`config.mk`:
```
export PLATFORM = sky130hd
export DESIGN_NAME = opfwd_unit
export DESIGN_NICKNAME = d
export VERILOG_FILES = /design/src/rtl/opfwd_pkg.sv /design/src/rtl/opfwd_pick.sv /design/src/rtl/opfwd_mux.sv /design/src/rtl/opfwd_track.sv /design/src/rtl/opfwd_unit.sv
export SDC_FILE = /design/constraint.sdc
export NUM_CORES = 1
export LEC_CHECK = 0
export BUFFER_PORTS_ARGS = -buffer_cell sky130_fd_sc_hd__buf_2
export CORE_ASPECT_RATIO = 1.1
export CORE_MARGIN = 2
export CORE_UTILIZATION = 40
export DETAILED_ROUTE_END_ITERATION = 8
export HOLD_SLACK_MARGIN = 0.08
export SYNTH_ARGS = -nofsm -noshare
export SYNTH_HDL_FRONTEND = slang
export SYNTH_SLANG_ARGS = --single-unit
```
`constraint.sdc`:
```
create_clock -name clk -period 4.65 [get_ports clk]
set_input_delay 0.6975 -clock clk [delete_from_list [all_inputs] [get_ports clk]]
set_output_delay 0.6975 -clock clk [all_outputs]
set_load 0.01 [all_outputs]
```
`src/rtl/opfwd_pkg.sv`:
```
package opfwd_pkg;
  typedef enum logic [1:0] {
    SRC_RF = 2'b00,
    SRC_MW = 2'b01,
    SRC_EM = 2'b10
  } fwd_src_e;

  localparam int unsigned N_OPND = 2;
endpackage

```
`src/rtl/opfwd_pick.sv`:
```
module opfwd_pick #(
  parameter int unsigned REG_W = 5
) (
  input  logic [REG_W-1:0]      src,
  input  logic [REG_W-1:0]      em_rd,
  input  logic                  em_wen,
  input  logic [REG_W-1:0]      mw_rd,
  input  logic                  mw_wen,
  output opfwd_pkg::fwd_src_e   sel
);
  import opfwd_pkg::*;

  localparam logic [REG_W-1:0] ZERO_REG = '0;

  logic em_hit;
  logic em_same;
  logic mw_hit;

  always_comb begin
    em_same = (em_rd == src);
    em_hit  = em_wen && (em_rd != ZERO_REG) && em_same;
    mw_hit  = mw_wen && (mw_rd != ZERO_REG) && (mw_rd == src) && !em_same;
    if (em_hit)      sel = SRC_EM;
    else if (mw_hit) sel = SRC_MW;
    else             sel = SRC_RF;
  end
endmodule

```
`src/rtl/opfwd_mux.sv`:
```
module opfwd_mux #(
  parameter int unsigned DATA_W = 32
) (
  input  opfwd_pkg::fwd_src_e sel,
  input  logic [DATA_W-1:0]   rf_val,
  input  logic [DATA_W-1:0]   em_val,
  input  logic [DATA_W-1:0]   mw_val,
  output logic [DATA_W-1:0]   out_val
);
  import opfwd_pkg::*;

  always_comb begin
    unique case (sel)
      SRC_EM:  out_val = em_val;
      SRC_MW:  out_val = mw_val;
      default: out_val = rf_val;
    endcase
  end
endmodule

```
`src/rtl/opfwd_track.sv`:
```
module opfwd_track #(
  parameter int unsigned REG_W  = 5,
  parameter int unsigned DATA_W = 32
) (
  input  logic              clk,
  input  logic              rst,
  input  logic              in_vld,
  input  logic [REG_W-1:0]  in_rd,
  input  logic              in_wen,
  input  logic              in_ld,
  input  logic [DATA_W-1:0] in_res,
  input  logic [DATA_W-1:0] mem_rdata,
  output logic [REG_W-1:0]  em_rd,
  output logic              em_wen,
  output logic [DATA_W-1:0] em_val,
  output logic [REG_W-1:0]  mw_rd,
  output logic              mw_wen,
  output logic [DATA_W-1:0] mw_val
);
  logic em_ld;

  // Stage one ahead: the instruction leaving execute
  always_ff @(posedge clk) begin
    if (rst) begin
      em_rd  <= '0;
      em_wen <= 1'b0;
      em_ld  <= 1'b0;
      em_val <= '0;
    end else begin
      em_rd  <= in_vld ? in_rd : '0;
      em_wen <= in_vld & in_wen;
      em_ld  <= in_vld & in_ld;
      em_val <= in_res;
    end
  end

  // Stage two ahead: memory data replaces the sum for loads
  always_ff @(posedge clk) begin
    if (rst) begin
      mw_rd  <= '0;
      mw_wen <= 1'b0;
      mw_val <= '0;
    end else begin
      mw_rd  <= em_rd;
      mw_wen <= em_wen;
      mw_val <= em_ld ? mem_rdata : em_val;
    end
  end
endmodule

```
`src/rtl/opfwd_unit.sv`:
```
module opfwd_unit #(
  parameter int unsigned REG_W  = 5,
  parameter int unsigned DATA_W = 32
) (
  input  logic              clk,
  input  logic              rst,
  input  logic              in_vld,
  input  logic [REG_W-1:0]  in_rs,
  input  logic [REG_W-1:0]  in_rt,
  input  logic [REG_W-1:0]  in_rd,
  input  logic              in_wen,
  input  logic              in_ld,
  input  logic [DATA_W-1:0] in_rf_a,
  input  logic [DATA_W-1:0] in_rf_b,
  input  logic [DATA_W-1:0] mem_rdata,
  output logic [1:0]        sel_a,
  output logic [1:0]        sel_b,
  output logic [DATA_W-1:0] opnd_a,
  output logic [DATA_W-1:0] opnd_b,
  output logic [DATA_W-1:0] alu_res
);
  import opfwd_pkg::*;

  logic [REG_W-1:0]  em_rd;
  logic              em_wen;
  logic [DATA_W-1:0] em_val;
  logic [REG_W-1:0]  mw_rd;
  logic              mw_wen;
  logic [DATA_W-1:0] mw_val;

  logic [REG_W-1:0]  src_num [N_OPND];
  logic [DATA_W-1:0] rf_val  [N_OPND];
  fwd_src_e          sel     [N_OPND];
  logic [DATA_W-1:0] opnd    [N_OPND];
  logic [DATA_W-1:0] sum;

  assign src_num[0] = in_rs;
  assign src_num[1] = in_rt;
  assign rf_val[0]  = in_rf_a;
  assign rf_val[1]  = in_rf_b;

  for (genvar gi = 0; gi < N_OPND; gi++) begin : g_opnd
    opfwd_pick #(.REG_W(REG_W)) u_pick (
      .src    (src_num[gi]),
      .em_rd  (em_rd),
      .em_wen (em_wen),
      .mw_rd  (mw_rd),
      .mw_wen (mw_wen),
      .sel    (sel[gi])
    );
    opfwd_mux #(.DATA_W(DATA_W)) u_mux (
      .sel     (sel[gi]),
      .rf_val  (rf_val[gi]),
      .em_val  (em_val),
      .mw_val  (mw_val),
      .out_val (opnd[gi])
    );
  end

  assign sum = opnd[0] + opnd[1];

  opfwd_track #(.REG_W(REG_W), .DATA_W(DATA_W)) u_track (
    .clk       (clk),
    .rst       (rst),
    .in_vld    (in_vld),
    .in_rd     (in_rd),
    .in_wen    (in_wen),
    .in_ld     (in_ld),
    .in_res    (sum),
    .mem_rdata (mem_rdata),
    .em_rd     (em_rd),
    .em_wen    (em_wen),
    .em_val    (em_val),
    .mw_rd     (mw_rd),
    .mw_wen    (mw_wen),
    .mw_val    (mw_val)
  );

  always_ff @(posedge clk) begin
    if (rst) begin
      sel_a   <= SRC_RF;
      sel_b   <= SRC_RF;
      opnd_a  <= '0;
      opnd_b  <= '0;
      alu_res <= '0;
    end else begin
      sel_a   <= sel[0];
      sel_b   <= sel[1];
      opnd_a  <= opnd[0];
      opnd_b  <= opnd[1];
      alu_res <= sum;
    end
  end
endmodule

```
Word level (Yosys, flattened, before mapping)

Cells that the tools add are included.

Input bits: 116
Flip-flop bits (word level): 145
Logic and storage cells: 43
Output and inout port bits: 100

Muxes and demuxes: 7
Eq/ne operators: 8
Add/sub/neg operators: 1
Bitwise operators: 3
Reductions and logical operators: 13

Operator list:

| operator             | number |
|---|---|
| $pmux W32 S2         | 2 |
| $add A32 B32 Y32     | 1 |
| $mux W32             | 1 |
| $eq A5 B5 Y1         | 4 |
| $reduce_bool A5 Y1   | 2 |
| $logic_and A1 B1 Y1  | 8 |
| $eq A2 B1 Y1 const B | 2 |
| $eq A2 B2 Y1 const B | 2 |
| $mux W2              | 2 |
| $and A1 B1 Y1        | 2 |
| $logic_not A1 Y1     | 2 |
| $mux W1              | 2 |
| $reduce_or A2 Y1     | 1 |
| $not A1 Y1           | 1 |

Longest topological paths before layout

Gate-level depths: netlist of run 1.

Depth after elaboration: 9
Depth in mapped cells: 18
Mapped depth without buffers: 16

Modules after synthesis

A second synthesis of run 1 with hierarchy kept.

Cell total of the unflattened synthesis: 925
Area, all modules: 8463.1 sq um

By module, submodules not included:

| module      | times used | sequential area each (sq um) | area each (sq um) | cells each |
|---|---|---|---|---|
| opfwd_unit  | 1          | 2001.9                       | 4493.1            | 462 |
| opfwd_track | 1          | 1541.5                       | 2383.5            | 199 |
| opfwd_mux   | 2          | 0.0                          | 636.9             | 113 |
| opfwd_pick  | 2          | 0.0                          | 156.4             | 19 |

Worst setup path after synthesis of run 1

No wires, ideal clock.

Path type: input port to flip-flop
Start: input in_rt[1]
End: register u_track.em_val[24]
Setup slack: 0.639 ns
Buffers on the path: 2
Setup time: 0.121 ns
Arrival: 3.891 ns
Required time: 4.529 ns
Stages: 18
Cell sequence: xnor2_1 nand3_1 or2_2 and2_1 buf_2 clkbuf_1 a22oi_1 nand2_1 ha_1 fa_1 a21oi_1 o211ai_1 o2111ai_1 a211oi_1 o2111a_1 o21ai_0 o21ai_0 mux2_2

Longest elaborated chain between the ends: 8
Elaborated cells on any way between the ends: 12
Classes of those cells: 1 x add/sub; 4 x eq/ne; 3 x mux; 4 x reduce/logical

RTL lines:

| element                                                        | RTL line                           | source |
|---|---|---|
| from (decl)                                                    | opfwd_unit.sv:9                    | `input logic [REG_W-1:0] in_rt,` |
| $eq A5 B5 Y1, on equally long branches                         | opfwd_pick.sv:22, opfwd_pick.sv:20 |  |
| $logic_and A1 B1 Y1 / $logic_not A1 Y1 (equally long branches) | opfwd_pick.sv:22                   | `mw_hit = mw_wen && (mw_rd != ZERO_REG) && (mw_rd == src) && !em_same;` |
| $logic_and A1 B1 Y1                                            | opfwd_pick.sv:22                   |  |
| $mux W1                                                        | opfwd_pick.sv:24                   | `else if (mw_hit) sel = SRC_MW;` |
| $mux W2 (*)                                                    | opfwd_pick.sv:23                   | `if (em_hit) sel = SRC_EM;` |
| $eq A2 B1 Y1 / $eq A2 B2 Y1 (equally long branches)            | opfwd_mux.sv:13                    | `unique case (sel)` |
| $pmux W32 S2 (*)                                               | opfwd_mux.sv:13                    |  |
| via g_opnd[1].u_mux.out_val[0]                                 | opfwd_mux.sv:8                     | `output logic [DATA_W-1:0] out_val` |
| $add A32 B32 Y32 (*)                                           | opfwd_unit.sv:60                   | `assign sum = opnd[0] + opnd[1];` |
| to (signal assigned)                                           | opfwd_track.sv:33                  | `em_val <= in_res;` |
| to (decl)                                                      | opfwd_track.sv:15                  | `output logic [DATA_W-1:0] em_val,` |

The timed path passes the listed nets; every way through them passes the cells marked *.
A chain may end at the register's enable or synchronous reset.

Worst setup path after layout of run 1

Start: register u_track.em_rd[1]
End: register u_track.em_val[26]

Longest elaborated chain between the ends: 8
Elaborated cells on any way between the ends: 21
Classes of those cells: 1 x add/sub; 6 x eq/ne; 6 x mux; 8 x reduce/logical

RTL lines:

| element                                             | RTL line          | source |
|---|---|---|
| from (decl)                                         | opfwd_track.sv:13 | `output logic [REG_W-1:0] em_rd,` |
| from (signal assigned)                              | opfwd_track.sv:30 | `em_rd <= in_vld ? in_rd : '0;` |
| $eq A5 B5 Y1                                        | opfwd_pick.sv:20  | `em_same = (em_rd == src);` |
| $logic_not A1 Y1                                    | opfwd_pick.sv:22  |  |
| $logic_and A1 B1 Y1                                 | opfwd_pick.sv:22  |  |
| $mux W1                                             | opfwd_pick.sv:24  |  |
| $mux W2 (*)                                         | opfwd_pick.sv:23  |  |
| $eq A2 B1 Y1 / $eq A2 B2 Y1 (equally long branches) | opfwd_mux.sv:13   |  |
| $pmux W32 S2 (*)                                    | opfwd_mux.sv:13   |  |
| via g_opnd[1].u_mux.out_val[15]                     | opfwd_mux.sv:8    |  |
| $add A32 B32 Y32 (*)                                | opfwd_unit.sv:60  |  |

Marks and branches as above.

==> results.ini, run 1 <==
[status]
status = finished, final reports clean

[setup_path]
cp-start-kind = flip-flop
cp_max_fo = 8
crit_type = flip-flop to flip-flop
critPathCaptureType = flip-flop
cp.arrival_ns = 4.54
worst-endpoint-required_ns = 4.94

[die]
core-area_um2 = 17000
core.rowCount = 50
num_io_pins = 216
die_h_um = 142
dieArea_um2 = 18400
start_util = 0.408
die_w_um = 130

[job]
drv_cap = 0

[global_routing]
grt_overflow = 0
track_usage = 0.226
antenna_found_initial = 0
grt_pass1_vias = 6488
grt_pass1_wl_mm = 32.4
grt_max_degree = 80

[synthesis]
synth-seq-area-share = 0.418
ys_seq_elements = 145
synthCells = 819
yosys-top-cells-count = dfxtp_1 (145), nand2_1 (145), a21oi_1 (95)
ys_types = 50
yosys.area.top_type_share = 0.418
synth_flop_cell = dfxtp_1
synthesis.area_um2 = 6940
synth_edf_count = 0
avgSynthCellArea_um2 = 8.47
synth_largest_area_cell = dfxtp_1
synth_warnings = 0
synth_nets = 967
async_reset_ff_frac = 0
yosys-top-cells-area = dfxtp_1 (42%), nand2_1 (7.8%), a21oi_1 (6.9%), a22oi_1 (6.8%), ha_1 (5.6%)

[final_layout]
fin_nets = 1175
areaGrowthSynthToFinish_pct = 28.5
num_antenna_cells = 0
drive_above_1_share = 0.267

[routing]
vias_per_cell = 5.18
drt_iter0_markers = 320
firstDrtPassIters = 8
ant_nets = 0
vias = 6599
wl_mm = 20.6
drc_errors = 0
routedWlPerCell_um = 16.2

[sta]
max_freq_mhz = 235
rsz0062_at_grt = false
slew_viol_final = 0
fin_skew_ns = 0.00909
tightest_slew_ns = 0.818
min_period_ns = 4.25
fin_crit_sh = 0.915
hold_violations = 0
whs_ns = 0.463
finalSetupViolations = 0
setup_tns_ns = 0
timing.slew.headroom = 0.455

[placed_design]
port_buffers = 215
dpl.hpwl_mm = 15.4
gp_congestion = 0.840

[clocking]
post_cts_buffers = 0
clk_pin_slew_ns = 0.06
hold_buffers = 0
root_buffer = clkbuf_16
cts_tree = done
cts_resized = 0
cts_buffers = 17
cts_sinks = 145
htreeDepth = 4
clk_path_buf_depth = 2
worstSkewPairLatency_ns = 0.43

[pwr]
peakVddDrop_uv = 266
powerDensity_nw_per_um2 = 375
totalPowerFinal_mw = 3.34
p_leak_nw = 4.27

[hold_path]
worstHoldPathType = primary input to flip-flop

==> critical path: stages (launching register included) <==
cell	delay (ns)
dfxtp_1	0.35
or4_1	0.54
o21ai_2	0.23
nor3_2	0.14
a21oi_4	0.28
buf_4	0.22
buf_4	0.17
nand2_1	0.08
nand2_1	0.09
ha_1	0.29
a21o_1	0.19
a21o_1	0.17
a21o_1	0.20
a221oi_1	0.46
o22ai_1	0.16
a311oi_1	0.32
xor2_1	0.18
nor2_1	0.05
==> kinds of logic after synthesis <==
logic type,after synthesis,synth area share
AO/OA/AOI/OAI,229,0.211
AND/OR/NAND/NOR,284,0.179
flip-flops,145,0.418
XOR/XNOR,43,0.0543
buffers and inverters,53,0.0301
multiplexers,33,0.0478
adder cells (fa/ha/maj),32,0.0588
==> metal layers <==
layer / vias to the layer above / global-route usage / routed length, um
met5: - / 0 / 0
met4: 0 / 0.0849 / 485
met3: 41 / 0.0481 / 1080
met2: 209 / 0.383 / 10000
met1: 3050 / 0.279 / 9020
li1: 3299 / - / -
==> final timing paths <==
| check | slack (ns) | end | startpoint | depth (start not counted) |
|---|---|---|---|---|
| worst max-delay path | 0.40 | u_track.em_val[26] | u_track.em_rd[1] | 17 |
| worst min-delay path | 0.46 | u_track.em_rd[2] | in_rd[2] | 2 |
| worst max register to register | 0.40 | u_track.em_val[26] | u_track.em_rd[1] | 17 |
| worst min register to register | 0.48 | u_track.mw_wen | u_track.em_wen | 1 |
==> area by class of cell <==
class,count,area [um2]
tap,234,293
inverter,7,26.3
multi-input combinational,621,3860
sequential,145,2900
clock buffer,23,488
clock inverter,8,103
fill,1706,8100
timing repair buffer,235,1240
==> through the flow <==
step | utilization | std cells | setup slack, ns | area (um2)
2_1_floorplan | - | 819 | 0.639 | 6940
3_3_place_gp | 0.489 | 1242 | 0.228 | 8320
3_5_place_dp | 0.489 | 1242 | 0.188 | 8320
4_1_cts | 0.524 | 1273 | 0.375 | 8910
5_1_grt | 0.524 | 1273 | 0.130 | 8910
6_report | 0.524 | 1273 | 0.397 | 8910
==> flip-flops by register name, indices dropped and copies added (netlist names) <==
| name | count |
|---|---|
| u_track.em_rd | 5 |
| u_track.mw_rd | 5 |
| u_track.em_val | 32 |
| u_track.em_ld | 1 |
| opnd_b | 32 |
| u_track.mw_wen | 1 |
| u_track.em_wen | 1 |
| u_track.mw_val | 32 |
| sel_b | 2 |
| sel_a | 2 |
| opnd_a | 32 |
==> power breakdown <==
group	internal, mW	switching, mW	total [mW]
combinational	0.245	0.308	0.553
sequential	1.34	0.0716	1.41
clock	0.844	0.532	1.38
total	2.43	0.911	3.34
==> layout by cell type, fill, tap and decap left out, types with 3 or more instances in the layout <==
cell	Yosys	routed
buf_2	2	214
nand3_1	7	7
and2_1	14	14
a221o_1	3	3
nor2_1	66	66
o22ai_1	3	3
nor2b_1	18	18
xnor2_1	26	26
a22oi_1	63	63
inv_1	7	7
clkbuf_16	0	17
xor2_1	17	17
o211ai_1	3	3
and3_1	4	4
clkbuf_8	0	4
nand2_1	145	145
a31oi_1	5	5
mux2i_1	32	32
dfxtp_1	145	144
o21ai_0	15	15
nand2b_1	5	5
nor3b_1	3	3
ha_1	31	31
nor3_1	9	7
nand4_1	4	4
a21o_1	21	21
a211oi_1	3	3
a21oi_1	95	93
buf_4	0	20
(Power assumes the default switching activity.)
==> inputs of run 2 (changes only) <==
--- a/config.mk
+++ b/config.mk
@@ -8,9 +8,10 @@
 export BUFFER_PORTS_ARGS = -buffer_cell sky130_fd_sc_hd__buf_2
 export CORE_ASPECT_RATIO = 1.1
 export CORE_MARGIN = 2
-export CORE_UTILIZATION = 40
+export CORE_UTILIZATION = 52
 export DETAILED_ROUTE_END_ITERATION = 8
 export HOLD_SLACK_MARGIN = 0.08
+export PLACE_DENSITY = 0.81
 export SYNTH_ARGS = -nofsm -noshare
 export SYNTH_HDL_FRONTEND = slang
 export SYNTH_SLANG_ARGS = --single-unit
==> run 2 against run 1 <==
  * Cell area shrank 1.8%
  * Worst hold slack gained 0.011 ns
  * Via count grew 1.6%
  * Non-clock buffer count shrank 3
  * First-iteration DRC count grew 73%
  * Clock-buffer cell count grew 2
  * Clock skew shrank 0.0031 ns
  * Setup slack lost 0.090 ns
  * Maximum frequency shrank 2.1%
  * Sequential share of layout area grew 0.59 points
  * Total power shrank 2.5%
  * Combinational power shrank 1%
  * Largest cell class unchanged
==> results.ini, run 2 (same netlist as run 1, synthesis figures left out) <==
[status]
status = finished, final reports clean

[setup_path]
cp-start-kind = flip-flop
cp_max_fo = 8  ; unchanged
crit_type = flip-flop to flip-flop
critPathCaptureType = flip-flop
worst-endpoint-required_ns = 4.93  ; about the same
cp.arrival_ns = 4.62  ; +0.08 ns

[sta]
tightest_slew_ns = 1.15  ; +0.333 ns
finalSetupViolations = 0  ; unchanged
rsz0062_at_grt = false
fin_skew_ns = 0.00597  ; -0.00312 ns
hold_violations = 0  ; unchanged
min_period_ns = 4.34  ; +0.0905 ns
max_freq_mhz = 230  ; -2.1%
slew_viol_final = 0  ; unchanged
setup_tns_ns = 0  ; unchanged
fin_crit_sh = 0.934  ; +0.0195
timing.slew.headroom = 0.232  ; -0.222

[routing]
wl_mm = 19.8  ; -4.0%
firstDrtPassIters = 5  ; -3
dr_wl_met2_mm = 10.1  ; +0.91%
vias_per_cell = 5.61  ; +8.1%
ant_nets = 0  ; unchanged
vias = 6704  ; +1.6%
drt_iter0_markers = 553  ; +73%
highest_layer = met4
dr_wl_met3_mm = 1.19  ; +10%
routedWlPerCell_um = 16.6  ; +2.2%
drc_errors = 0  ; unchanged
met1Wirelength_mm = 8.00  ; -11%

[clocking]
cts_resized = 0  ; unchanged
htreeDepth = 4  ; unchanged
hold_buffers = 0  ; unchanged
cts_tree = done
post_cts_buffers = 0  ; unchanged
clk_path_buf_depth = 2  ; unchanged
cts_sinks = 145  ; unchanged
root_buffer = clkbuf_16
cts_buffers = 17  ; unchanged
clk_pin_slew_ns = 0.06  ; about the same
worstSkewPairLatency_ns = 0.42  ; about the same

[final_layout]
areaGrowthSynthToFinish_pct = 26.2
final_cell_mix = buf_2 (214), nand2_1 (145), dfxtp_1 (144)
seq_area_um2 = 2900  ; unchanged
drive_above_1_share = 0.263  ; -0.00380
num_antenna_cells = 0  ; unchanged
final_area_um2 = 8750  ; -1.8%
n_fill_cell = 1114  ; -35%
multi_input_area_um2 = 3860  ; unchanged
layout.cells.non_filler = 1196  ; -6.0%
fin_util = 0.668  ; +0.144
fin_nets = 1172  ; -0.26%
final_common_cell = buf_2

[placed_design]
gp_congestion = 0.893  ; +6.3%
port_buffers = 215  ; unchanged
dpl.hpwl_mm = 14.4  ; -6.6%
placed_area_um2 = 8200  ; -1.5%
dpl.cell_count = 1166  ; -6.1%

[hold_path]
worstHoldPathType = flip-flop to flip-flop

[die]
die_h_um = 125  ; -12%
dieArea_um2 = 14300  ; -22%
num_io_pins = 216  ; unchanged
core-area_um2 = 13100  ; -23%
die_w_um = 114  ; -12%
core.rowCount = 44  ; -12%
start_util = 0.529  ; +0.122

[pwr]
powerDensity_nw_per_um2 = 372  ; -0.74%
p_leak_nw = 4.24  ; -0.65%
peakVddDrop_uv = 237  ; -11%

[job]
drv_cap = 0  ; unchanged

[global_routing]
grt_overflow = 0  ; unchanged
grt_pass1_wl_mm = 31.6  ; -2.6%
track_usage = 0.276  ; +0.0506
grt_pass1_vias = 6561  ; +1.1%
grt_max_degree = 80  ; unchanged
antenna_found_initial = 0  ; unchanged

-- run 2: cell types whose count changed in the layout (fill, tap and decap cells not counted) --
cell | before | now
buf_4 | 20 | 18
clkbuf_8 | 4 | 5
bufinv_16 | 2 | 1
clkinv_4 | 1 | 0
clkinvlp_4 | 2 | 1
inv_6 | 1 | 0
clkinv_2 | 2 | 3
buf_12 | 1 | 0
clkbuf_1 | 2 | 3
-- run 2: critical path, cell delays in order (launching register included) --
cell,delay [ns]
dfxtp_1,0.34
or4_1,0.52
nor2_1,0.14
nor4_1,0.08
buf_4,0.14
and2_1,0.22
buf_4,0.20
a22oi_1,0.18
nand2_1,0.09
ha_1,0.36
nand2_1,0.11
nor3b_1,0.36
o211ai_1,0.16
a2111o_1,0.45
a41oi_1,0.42
a41oi_1,0.21
xor2_1,0.16
nor2_1,0.05
-- run 2: cell type report --
type	instances	share of cell area
clock buffers	25	0.0577
multi-input cells	621	0.441
clock inverters	5	0.00600
repair buffers	232	0.138
inverters	7	0.00300
flip-flops and latches	145	0.332
well taps	161	0.0230
-- run 2: through the flow --
step / setup WS, ns / power (mW) / hold slack [ns]
after floorplan: 0.639 / 1.78 / 0.458
after global placement: 0.243 / 1.98 / 0.467
after detailed placement: 0.168 / 1.98 / 0.471
after CTS: 0.352 / 3.27 / 0.464
after global routing: 0.0235 / 3.39 / 0.482
final: 0.306 / 3.26 / 0.475
-- run 2: final timing paths --
check,from,end,slack (ns),cells past startpoint
max,u_track.mw_rd[0],u_track.em_val[25],0.31,17
min,u_track.em_wen,u_track.mw_wen,0.47,1
max reg2reg,u_track.mw_rd[0],u_track.em_val[25],0.31,17
min reg2reg,u_track.em_wen,u_track.mw_wen,0.47,1
-- run 2: where the power goes --
group	switching, mW	internal, mW	leakage, nW
Clock	0.492	0.798	0.275
Combinational	0.302	0.244	2.76
Sequential	0.0796	1.34	1.20
-- run 2: per-layer routing --
layer / track usage / up-vias
li1: - / 3296
met1: 0.329 / 3117
met2: 0.485 / 251
met3: 0.0572 / 40
met4: 0.106 / 0
met5: 0 / -
==> inputs of run 3 (changes only) <==
--- a/config.mk
+++ b/config.mk
@@ -5,10 +5,11 @@
 export SDC_FILE = /design/constraint.sdc
 export NUM_CORES = 1
 export LEC_CHECK = 0
+export ABC_AREA = 1
 export BUFFER_PORTS_ARGS = -buffer_cell sky130_fd_sc_hd__buf_2
 export CORE_ASPECT_RATIO = 1.1
 export CORE_MARGIN = 2
-export CORE_UTILIZATION = 52
+export CORE_UTILIZATION = 53
 export DETAILED_ROUTE_END_ITERATION = 8
 export HOLD_SLACK_MARGIN = 0.08
 export PLACE_DENSITY = 0.81
==> run 3 against run 2 <==
  * Critical path depth increased by 3
  * First-iteration DRC count increased by 22%
  * Non-clock buffer count decreased by 10
  * Worst hold slack got worse by 0.022 ns
  * Largest cell class unchanged
  * Total power increased by 1.1%
  * Critical endpoint unchanged
  * Maximum frequency increased by 18%
  * Global-route usage increased by 2.9 points
==> results.ini, run 3 <==
[setup_path]
crit_end = u_track.em_val[25]
cp_max_fo = 31  ; +23
cp.arrival_ns = 4.05  ; -0.57 ns
crit_type = flip-flop to flip-flop
reg2regPathDepth = 20  ; +3
ff2ff_setup_slack_ns = 0.95  ; +0.65 ns
critPathCaptureType = flip-flop
worst-endpoint-required_ns = 5.00  ; +0.07 ns
crit-reg2reg-launch = u_track.em_rd[1]
cp-start-kind = flip-flop
cp-startpoint = u_track.em_rd[1]
timing.rr.end = u_track.em_val[25]

[synthesis]
synth-seq-area-share = 0.370  ; -0.0482
yosys-top-cells-area = dfxtp_1 (37%), nand2_1 (14%), nor2_1 (6.6%), inv_1 (5.5%), o21ai_0 (5.1%)
synth.most_common_cell = nand2_1
synth_flop_cell = dfxtp_1
async_reset_ff_frac = 0  ; unchanged
synth_largest_area_cell = dfxtp_1
ys_seq_elements = 145  ; unchanged
synthCells = 1135  ; +39%
yosys.area.top_type_share = 0.370  ; -0.0482
synth_warnings = 0  ; unchanged
yosys-top-cells-count = nand2_1 (282), dfxtp_1 (145), nor2_1 (137)
ys_types = 45  ; -10%
synth_edf_count = 0  ; unchanged
avgSynthCellArea_um2 = 6.91  ; -18%
synthesis.area_um2 = 7840  ; +13%
synth_nets = 1283  ; +33%

[sta]
fin_crit_sh = 0.795  ; -0.139
min_period_ns = 3.70  ; -0.648 ns
rsz0062_at_grt = false
tightest_slew_ns = 1.24  ; +0.0898 ns
finalSetupViolations = 0  ; unchanged
setup_tns_ns = 0  ; unchanged
fin_skew_ns = 0.0102  ; +0.00422 ns
timing.slew.headroom = 0.167  ; -0.0650
slew_viol_final = 0  ; unchanged
max_freq_mhz = 271  ; +18%
hold_violations = 0  ; unchanged

[global_routing]
track_usage = 0.305  ; +0.0288
gr-max-usage-layer = met2
grt_pass1_vias = 7965  ; +21%
grt_overflow = 0  ; unchanged
grt_pass1_wl_mm = 38.6  ; +22%
antenna_found_initial = 1  ; +1
met1_usage = 0.387  ; +0.0586
grt_max_degree = 82  ; +2.5%
use_met3 = 0.0516  ; -0.00555
met2_usage = 0.520  ; +0.0353

[pwr]
powerDensity_nw_per_um2 = 346  ; -6.9%
p_leak_nw = 4.75  ; +12%
peakVddDrop_uv = 243  ; +2.7%

[clocking]
root_buffer = clkbuf_16
hold_buffers = 0  ; unchanged
post_cts_buffers = 0  ; unchanged
cts_sinks = 145  ; unchanged
cts_buffers = 17  ; unchanged
clk_path_buf_depth = 2  ; unchanged
cts_resized = 0  ; unchanged
clk_pin_slew_ns = 0.06  ; about the same
worstSkewPairLatency_ns = 0.43  ; about the same
cts_tree = done
htreeDepth = 4  ; unchanged

[die]
core.rowCount = 46  ; +4.5%
die_h_um = 132  ; +5.1%
start_util = 0.543  ; +0.0133
die_w_um = 120  ; +5.1%
core-area_um2 = 14400  ; +10%
num_io_pins = 216  ; unchanged
dieArea_um2 = 15800  ; +11%

[placed_design]
port_buffers = 215  ; unchanged
placed_area_um2 = 8960  ; +9.3%
dpl.hpwl_mm = 17.3  ; +20%
gp_congestion = 0.914  ; +2.4%

[routing]
drt_iter0_markers = 676  ; +22%
routedWlPerCell_um = 15.6  ; -5.7%
vias = 8241  ; +23%
vias_per_cell = 5.35  ; -4.5%
wl_mm = 24.0  ; +21%
firstDrtPassIters = 5  ; unchanged
ant_nets = 0  ; unchanged
drc_errors = 0  ; unchanged

[final_layout]
fin_util = 0.658  ; -0.00983
areaGrowthSynthToFinish_pct = 21.3
final_common_cell = nand2_1
final_area_um2 = 9510  ; +8.6%
fin_nets = 1485  ; +27%
final_cell_mix = nand2_1 (282), buf_2 (214), dfxtp_1 (145)
drive_above_1_share = 0.247  ; -0.0161

[hold_path]
worstHoldPathType = flip-flop to flip-flop

[job]
drv_cap = 0  ; unchanged

[status]
status = finished, final reports clean

-- run 3: cell types whose count changed after synthesis, sizes merged, moves of 32 or more --
cell,delta
nor2,+79
nand3,+51
nand2,+157
o21ai,+81
a22oi,-63
mux2i,-32
inv,+125
-- run 3: critical path, cell delays in order, from the launching register on --
cell and delay, ns:
dfxtp_1 0.41, inv_2 0.07, nand2_1 0.06, nand2_1 0.05
nor2_2 0.20, nand3_2 0.14, nand3_2 0.15, nand2_1 0.08
inv_2 0.50, nand2_1 0.18, nand3_1 0.14, ha_1 0.28
or2_2 0.30, nand2_1 0.11, o21bai_1 0.13, a21o_1 0.27
nand4_1 0.12, nand3_1 0.16, nand2_1 0.10, nand2_1 0.05
nor2_1 0.12
-- run 3: metal layers --
| metal | wire, um | up-vias |
|---|---|---|
| li1 | - | 4085 |
| met1 | 10300 | 3762 |
| met2 | 11600 | 345 |
| met3 | 1560 | 49 |
| met4 | 521 | 0 |
| met5 | 0 | - |
-- run 3: logic make-up after synthesis --
group,synth area share
AOI/OAI and AO/OA,0.188
xor gates and xnor gates,0.00782
adders and majority gates,0.0520
buffers and inverters,0.0967
DFF,0.370
and+or+nand+nor,0.285
-- run 3: layout make-up --
cell class              count  area (um2)
multi-input cells         817        4180
flip-flops and latches    145        2900
fillers                  1288        4940
well taps                 192         240
repair buffers            222        1130
diodes                      1        2.50
clock inverters             6        85.1
inverters                 134         504
clock buffers              22         464
-- run 3: worst min path at each step --
| stage | start | to | slack, ns | cells after the start |
|---|---|---|---|---|
| 3_3_place_gp | u_track.em_wen | u_track.mw_wen | 0.42 | 2 |
| 6_report | u_track.em_wen | u_track.mw_wen | 0.45 | 2 |
| 2_1_floorplan | u_track.em_wen | u_track.mw_wen | 0.40 | 2 |
| 5_1_grt | u_track.em_wen | u_track.mw_wen | 0.46 | 2 |
| 4_1_cts | u_track.em_wen | u_track.mw_wen | 0.45 | 2 |
| 3_5_place_dp | u_track.em_wen | u_track.mw_wen | 0.43 | 2 |
-- run 3: power breakdown --
group,internal [mW],switching (mW)
combinational,0.219,0.363
clock,0.803,0.507
sequential,1.34,0.0637
-- run 3: per-stage QoR --
stage / setup WS (ns) / hold slack [ns] / instances / power, mW
global placement: 0.677 / 0.420 / 1510 / 1.99
finish: 0.954 / 0.453 / 1539 / 3.29
CTS: 0.988 / 0.450 / 1538 / 3.29
floorplan: 1.28 / 0.403 / 1135 / 1.77
global route: 0.577 / 0.459 / 1539 / 3.43
detailed placement: 0.658 / 0.435 / 1510 / 1.99
